[src/rtl/alu_pkg.sv]
// Package: shared operation codes and shift kinds for the integer ALU.
// Assumes a 5-bit operation code; codes not listed here are treated as unused.
package alu_pkg;

    typedef enum logic [4:0] {
        OP_ADD_TRAP = 5'd0,
        OP_ADD_WRAP = 5'd1,
        OP_SUB_TRAP = 5'd2,
        OP_SUB_WRAP = 5'd3,
        OP_AND      = 5'd4,
        OP_OR       = 5'd5,
        OP_XOR      = 5'd6,
        OP_NOR      = 5'd7,
        OP_SHL_I    = 5'd8,
        OP_SHR_I    = 5'd9,
        OP_SAR_I    = 5'd10,
        OP_SHL_V    = 5'd11,
        OP_SHR_V    = 5'd12,
        OP_SAR_V    = 5'd13,
        OP_LT_S     = 5'd14,
        OP_LT_U     = 5'd15,
        OP_UPPER    = 5'd16
    } alu_op_e;

    typedef enum logic [1:0] {
        SHK_LEFT  = 2'd0,
        SHK_RLOG  = 2'd1,
        SHK_RARI  = 2'd2
    } shift_kind_e;

    typedef enum logic [1:0] {
        LG_AND = 2'd0,
        LG_OR  = 2'd1,
        LG_XOR = 2'd2,
        LG_NOR = 2'd3
    } logic_fn_e;

endpackage

[src/rtl/alu_addsub.sv]
// Module: shared adder/subtractor.
// Computes A+B or A-B (as A + ~B + 1) on one carry chain.
// Returns the sum, the carry out, and the raw signed-overflow condition.
// Assumes nothing about the operation; the caller decides whether overflow matters.
module alu_addsub #(
    parameter int WIDTH = 32
) (
    input  logic [WIDTH-1:0] a,
    input  logic [WIDTH-1:0] b,
    input  logic             sub,
    output logic [WIDTH-1:0] sum,
    output logic             carry,
    output logic             ovf
);

    logic [WIDTH-1:0] b_eff;
    logic [WIDTH:0]   full;

    // Invert B for subtraction and form the widened sum with carry-in.
    always_comb begin
        b_eff = sub ? ~b : b;
        full  = {1'b0, a} + {1'b0, b_eff} + {{WIDTH{1'b0}}, sub};
    end

    // Split the widened sum; overflow when equal-signed inputs give a differing sign.
    always_comb begin
        sum   = full[WIDTH-1:0];
        carry = full[WIDTH];
        ovf   = (a[WIDTH-1] == b_eff[WIDTH-1]) && (sum[WIDTH-1] != a[WIDTH-1]);
    end

endmodule

[src/rtl/alu_logic.sv]
// Module: bitwise logic unit (AND, OR, XOR, NOR).
// Assumes the immediate forms arrive already zero-extended on B.
module alu_logic #(
    parameter int WIDTH = 32
) (
    input  logic [WIDTH-1:0]  a,
    input  logic [WIDTH-1:0]  b,
    input  alu_pkg::logic_fn_e fn,
    output logic [WIDTH-1:0]  y
);
    import alu_pkg::*;

    // Select one bitwise function.
    always_comb begin
        unique case (fn)
            LG_AND:  y = a & b;
            LG_OR:   y = a | b;
            LG_XOR:  y = a ^ b;
            default: y = ~(a | b);
        endcase
    end

endmodule

[src/rtl/alu_shifter.sv]
// Module: logarithmic barrel shifter.
// Handles left, logical-right and arithmetic-right shifts.
// A left shift is done as a right shift of the bit-reversed input, with the output reversed back.
// Assumes WIDTH is a power of two.
module alu_shifter #(
    parameter int WIDTH = 32,
    parameter int CNT_W = $clog2(WIDTH)
) (
    input  logic [WIDTH-1:0]    din,
    input  logic [CNT_W-1:0]    cnt,
    input  alu_pkg::shift_kind_e kind,
    output logic [WIDTH-1:0]    dout
);
    import alu_pkg::*;

    localparam int STAGES = CNT_W;

    logic [WIDTH-1:0]             rev_in;
    logic [WIDTH-1:0]             pre;
    logic                         fill;
    logic [STAGES:0][WIDTH-1:0]   stg;
    logic [WIDTH-1:0]             rev_out;

    // Bit-reverse the input and the last stage for the left-shift path.
    for (genvar i = 0; i < WIDTH; i++) begin : g_rev
        assign rev_in[i]  = din[WIDTH-1-i];
        assign rev_out[i] = stg[STAGES][WIDTH-1-i];
    end

    // Choose the stage-0 input and the fill bit by shift kind.
    always_comb begin
        pre  = (kind == SHK_LEFT) ? rev_in : din;
        fill = (kind == SHK_RARI) && din[WIDTH-1];
    end

    assign stg[0] = pre;

    // Stage k moves the data right by 2**k when count bit k is set.
    for (genvar k = 0; k < STAGES; k++) begin : g_stage
        localparam int STEP = 1 << k;
        assign stg[k+1] = cnt[k] ? {{STEP{fill}}, stg[k][WIDTH-1:STEP]} : stg[k];
    end

    // Undo the reversal for left shifts.
    always_comb begin
        dout = (kind == SHK_LEFT) ? rev_out : stg[STAGES];
    end

endmodule

[src/rtl/alu_core.sv]
// Module: integer execution unit (top).
// Decodes the operation code and steers the operands to the shared adder, logic unit and shifter.
// It then selects the result.
// Fully combinational. The overflow flag is meaningful only for trapping add and subtract,
// and is held low otherwise. Codes 17..31 give zero.
module alu_core #(
    parameter int WIDTH = 32,
    parameter int CNT_W = $clog2(WIDTH)
) (
    input  logic [4:0]       op_sel,
    input  logic [WIDTH-1:0] opnd_a,
    input  logic [WIDTH-1:0] opnd_b,
    input  logic [CNT_W-1:0] shamt_imm,
    output logic [WIDTH-1:0] result,
    output logic             ovf_trap
);
    import alu_pkg::*;

    localparam int HALF = WIDTH / 2;

    alu_op_e          op;
    logic             use_sub;
    logic             var_shift;
    logic [CNT_W-1:0] sh_cnt;
    shift_kind_e      sh_kind;
    logic_fn_e        lg_fn;
    logic [WIDTH-1:0] as_sum;
    logic             as_carry;
    logic             as_ovf;
    logic [WIDTH-1:0] lg_y;
    logic [WIDTH-1:0] sh_y;
    logic             lt_signed;
    logic             lt_unsigned;

    assign op = alu_op_e'(op_sel);

    // Decode the adder direction and the shift count source.
    always_comb begin
        use_sub   = (op == OP_SUB_TRAP) || (op == OP_SUB_WRAP) ||
                    (op == OP_LT_S)     || (op == OP_LT_U);
        var_shift = (op == OP_SHL_V) || (op == OP_SHR_V) || (op == OP_SAR_V);
        sh_cnt    = var_shift ? opnd_a[CNT_W-1:0] : shamt_imm;
    end

    // Decode the shift kind and the logic function.
    always_comb begin
        unique case (op)
            OP_SHR_I, OP_SHR_V: sh_kind = SHK_RLOG;
            OP_SAR_I, OP_SAR_V: sh_kind = SHK_RARI;
            default:            sh_kind = SHK_LEFT;
        endcase
        unique case (op)
            OP_OR:   lg_fn = LG_OR;
            OP_XOR:  lg_fn = LG_XOR;
            OP_NOR:  lg_fn = LG_NOR;
            default: lg_fn = LG_AND;
        endcase
    end

    alu_addsub #(.WIDTH(WIDTH)) u_addsub (
        .a     (opnd_a),
        .b     (opnd_b),
        .sub   (use_sub),
        .sum   (as_sum),
        .carry (as_carry),
        .ovf   (as_ovf)
    );

    alu_logic #(.WIDTH(WIDTH)) u_logic (
        .a  (opnd_a),
        .b  (opnd_b),
        .fn (lg_fn),
        .y  (lg_y)
    );

    alu_shifter #(.WIDTH(WIDTH), .CNT_W(CNT_W)) u_shift (
        .din  (opnd_b),
        .cnt  (sh_cnt),
        .kind (sh_kind),
        .dout (sh_y)
    );

    // Derive the compares from the subtractor: signed uses sign XOR overflow, unsigned uses borrow.
    always_comb begin
        lt_signed   = as_sum[WIDTH-1] ^ as_ovf;
        lt_unsigned = ~as_carry;
    end

    // Select the result by operation.
    always_comb begin
        unique case (op)
            OP_ADD_TRAP, OP_ADD_WRAP,
            OP_SUB_TRAP, OP_SUB_WRAP:         result = as_sum;
            OP_AND, OP_OR, OP_XOR, OP_NOR:    result = lg_y;
            OP_SHL_I, OP_SHR_I, OP_SAR_I,
            OP_SHL_V, OP_SHR_V, OP_SAR_V:     result = sh_y;
            OP_LT_S:   result = {{(WIDTH-1){1'b0}}, lt_signed};
            OP_LT_U:   result = {{(WIDTH-1){1'b0}}, lt_unsigned};
            OP_UPPER:  result = {opnd_b[HALF-1:0], {HALF{1'b0}}};
            default:   result = '0;
        endcase
    end

    // Raise the trap flag only for the trapping add and subtract.
    always_comb begin
        ovf_trap = ((op == OP_ADD_TRAP) || (op == OP_SUB_TRAP)) && as_ovf;
    end

endmodule

[config.mk]
export PLATFORM = sky130hd
export DESIGN_NAME = alu_core
export DESIGN_NICKNAME = d
export VERILOG_FILES = /design/src/rtl/alu_pkg.sv /design/src/rtl/alu_addsub.sv /design/src/rtl/alu_logic.sv /design/src/rtl/alu_shifter.sv /design/src/rtl/alu_core.sv
export SDC_FILE = /design/constraint.sdc
export NUM_CORES = 1
export LEC_CHECK = 0
export ABC_AREA = 1
export CAP_MARGIN = 40
export CORE_ASPECT_RATIO = 1.1
export CORE_MARGIN = 2
export CORE_UTILIZATION = 53
export DETAILED_ROUTE_END_ITERATION = 7
export GPL_TIMING_DRIVEN = 1
export MAX_ROUTING_LAYER = met4
export PLACE_DENSITY = 0.77
export SLEW_MARGIN = 15
export SYNTH_ARGS = -nofsm -noshare
export SYNTH_HDL_FRONTEND = slang
export SYNTH_SLANG_ARGS = --single-unit
[constraint.sdc]
create_clock -name vclk -period 6.14
set_input_delay 1.842 -clock vclk [all_inputs]
set_output_delay 1.842 -clock vclk [all_outputs]
set_load 0.01 [all_outputs]
==> impl_metrics.toml, run 1 <==
[floorplanning]
start_util_pct = 54.5
die_w_um = 115
chipHeight_um = 127
io_pins = 107
rows = 44

[global_route]
overflow = 14
grt_pass1_wl_um = 81500
track_usage_pct = 73.9
first_global_vias = 14540
grt_max_degree = 33

[placed_design]
gp_congestion = 1.20
dpl_cell_area_um2 = 10700
port-buffer-count = 107
hpwl_um = 30400

[synthesis]
syn_area_um2 = 7230
syn_avg_cell_area_um2 = 5.35
ys_types = 43
yosys_warnings = 0
ys_seq_area_share_pct = 0
synthesis.nets = 1523
syn_inst = 1353

[clock_network]
postCtsHoldBufs = 0

[outcome]
run_status = "stopped before the end"
stop_error = "[ERROR GRT-0116] Global routing finished with congestion. Check the congestion regions in the DRC Viewer."
stop_stage = "global routing (5_1_grt)"
-- timing repair --
item                                    4_1_cts
pin swaps                                    83
gates resized for setup                     329
gates cloned                                  6
buffers inserted                             42
endpoints found under the setup margin       33
-- per-stage QoR --
stage               setup slack (ns)  TNS [ns]  utilization, %  std cells  hold slack (ns)
floorplan                      0.153         0               -       1353             3.83
global placement               -1.04    -29.13            80.8       1884             4.89
detailed placement             -1.24    -33.11            80.8       1884             4.90
CTS                           -0.302     -5.11            88.4       1930             4.38
-- synthesized netlist by cell type (all sizes together) (2+ instances only) --
cell type  number  share of area, %
nor3           10              0.69
or2            11              0.95
xor2           32               3.9
o221ai          6              0.73
buf            37               2.7
a21oi          81               5.6
o21ai          65               4.8
o2111ai         6              0.73
nand2         306                16
inv           136               7.1
nand3b          3              0.31
a31oi           5              0.43
a221oi         26               3.1
a22oi           4              0.42
nor2           72               3.8
o211ai          2              0.21
a211oi          3              0.31
ha             95                16
a21o            4              0.42
clkbuf         32               1.7
nand4           6              0.52
o21a            2              0.21
nand3         399                28
-- cell families after synthesis --
| kind of cell | share of synthesized area [%] |
|---|---|
| adder cells (fa/ha/maj) | 16.7 |
| XOR/XNOR | 4.00 |
| buffers and inverters | 11.5 |
| AND/OR/NAND/NOR | 50.3 |
| AO/OA/AOI/OAI | 17.5 |
-- per-layer routing --
layer  GRT usage (%)  GRT overflow
met1            72.7             0
met5               -             -
met2            91.0             8
met4            77.1             6
met3            50.1             0
==> inputs of run 2 (changes only) <==
--- a/config.mk
+++ b/config.mk
@@ -7,13 +7,11 @@
 export LEC_CHECK = 0
 export ABC_AREA = 1
 export CAP_MARGIN = 40
-export CORE_ASPECT_RATIO = 1.1
 export CORE_MARGIN = 2
-export CORE_UTILIZATION = 53
+export CORE_UTILIZATION = 40
 export DETAILED_ROUTE_END_ITERATION = 7
 export GPL_TIMING_DRIVEN = 1
-export MAX_ROUTING_LAYER = met4
-export PLACE_DENSITY = 0.77
+export PLACE_DENSITY_LB_ADDON = 0.15
 export SLEW_MARGIN = 15
 export SYNTH_ARGS = -nofsm -noshare
 export SYNTH_HDL_FRONTEND = slang
==> constraint.sdc (replaced) <==
create_clock -name vclk -period 8
set_input_delay 2.4 -clock vclk [all_inputs]
set_output_delay 2.4 -clock vclk [all_outputs]
set_load 0.01 [all_outputs]
==> impl_metrics.toml, run 2 <==
[outcome]
run_status = "completed"

[placed_design]
dpl_cell_area_um2 = 10300
gp_congestion = 1.05
pre_cts_ws_ns = -0.682
hpwl_um = 31500
port-buffer-count = 107

[sta]
timing.hold.ws_ns = 5.50
fin_crit_sh_pct = 98.3
setup_ws_ns = 0.136
tightest_slew_ns = 0.443
setup_viol = 0
slew_headroom_pct = 70.2
final_hold_viol_count = 0
fmax_mhz = 127
slew_viol_final = 0
period_minus_slack_ns = 7.86

[floorplanning]
io_pins = 107
rows = 49
die_w_um = 138
start_util_pct = 40.5
chipHeight_um = 138
dieArea_um2 = 19200
core_um2 = 17800

[power_and_ir_drop]
total_power_w = 0.000933
vdd_drop_max_uv = 61.9
p_per_area_nw_per_um2 = 86.7
leakage_nw = 5.52

[run]
max_cap_violations = 0

[worst_setup_path]
path_cells = "clkdlybuf4s50_1, inv_1, nand2_1, o21ai_1, fa_1, nand3_1, nand3_2, buf_4, a21oi_4, inv_1, or2_2, a31oi_1, buf_4, nand2_1, dlygate4sd2_1"
cp.buffers_inverters = 6
max_stage_delay_ns = 0.63
start_kind = "input port"
cp-end-kind = "primary output"
worstSetupPathType = "input port to primary output"
required_ns = 5.60
cp_num_cells = 15
cp.arrival_ns = 5.46
crit_family = "buffers and inverters"
crit_fanout = 5
critPathSlowestCell = "clkdlybuf4s50_1"

[synthesis]
syn_inst = 1353
syn_area_um2 = 7230
yosys_warnings = 0
synthesis.nets = 1523
yosys.area.top_type = "nand3_1"
synth_top_cells_by_count = "399 x nand3_1, 300 x nand2_1, 128 x inv_1"
ys_types = 43
synth_top_area_share_pct = 27.6
ys_seq_area_share_pct = 0
synth.most_common_cell = "nand3_1"
syn_avg_cell_area_um2 = 5.35
synth_area_leaders = "nand3_1 28%, ha_1 16%, nand2_1 16%, inv_1 6.6%, a21oi_1 5.6%"

[global_route]
antenna_found_initial = 0
overflow = 0
grt_pass1_wl_um = 58400
track_usage_pct = 38.3
first_global_vias = 10295
grt_max_degree = 33

[routing]
ant_nets = 0
wirelength_um = 38100
drt-initial-drc-count = 1328
first_pass_iters = 7
drt-wirelength-per-cell_um = 20.2
viasPerCell = 5.85
drcViolationCount = 0
vias = 11008

[hold_path]
hp-class = "input port to primary output"
whs_path_depth = 6

[layout]
final_cell_mix = "396 x nand3_1, 287 x nand2_1, 243 x buf_4"
mostFrequentLayoutCell = "nand3_1"
seq_area_um2 = 0
layout-drive-gt1-share_pct = 22.7
clockBufferCount = 0
diodes = 0
design_area_um2 = 10800
syn2layout_area_growth_pct = 48.8
utilization_pct = 60.3
fin_nets = 1825
seq_cells = 0

[clock_network]
postCtsHoldBufs = 0
run 2: worst paths after layout:
check / from / endpoint / slack, ns
setup / recovery: opnd_b[0] / result[14] / 0.14
hold / removal: op_sel[0] / ovf_trap / 5.50
run 2: where the power goes:
part	internal (W)	leakage, nW	switching (W)	total [W]
combinational	0.000408	5.52	0.000525	0.000933
clock	0	0	0	0
sequential	0	0	0	0
total	0.000408	5.52	0.000525	0.000933
run 2: cells by family (layout without fill, tap and decap cells):
logic type / Yosys count / count (layout) / share of synthesized area, %
buffers and inverters: 206 / 506 / 11.5
AO/OA/AOI/OAI: 209 / 209 / 17.5
adder cells (fa/ha/maj): 96 / 96 / 16.7
AND/OR/NAND/NOR: 809 / 809 / 50.3
XOR/XNOR: 33 / 33 / 4.00
run 2: routing by layer:
layer  up-vias  part of all wire [%]  global-route usage, %
met3        99                   8.6                   5.51
li1       5290                     -                      -
met5         -                     0                      0
met1      5070                    43                   52.4
met4         0                   5.8                   18.3
met2       549                    43                   59.2
run 2: timing repair:
action	4_1_cts	5_1_grt
setup buffers	11	6
gates resized for setup	81	65
cloned	1	0
pin swaps	26	26
endpoints found under the setup margin	31	33
run 2: cell type report:
class | count | area, µm²
tap | 229 | 287
fill | 1816 | 7080
inverter | 137 | 514
multi-input combinational | 1147 | 6760
timing repair buffer | 369 | 3210
run 2: through the flow:
step,instances,setup TNS [ns]
6_report,1882,0
5_1_grt,1882,-0.0187
4_1_cts,1876,0
3_5_place_dp,1864,-12.35
3_3_place_gp,1864,-11.44
2_1_floorplan,1353,0
(Power assumes the default switching activity.)
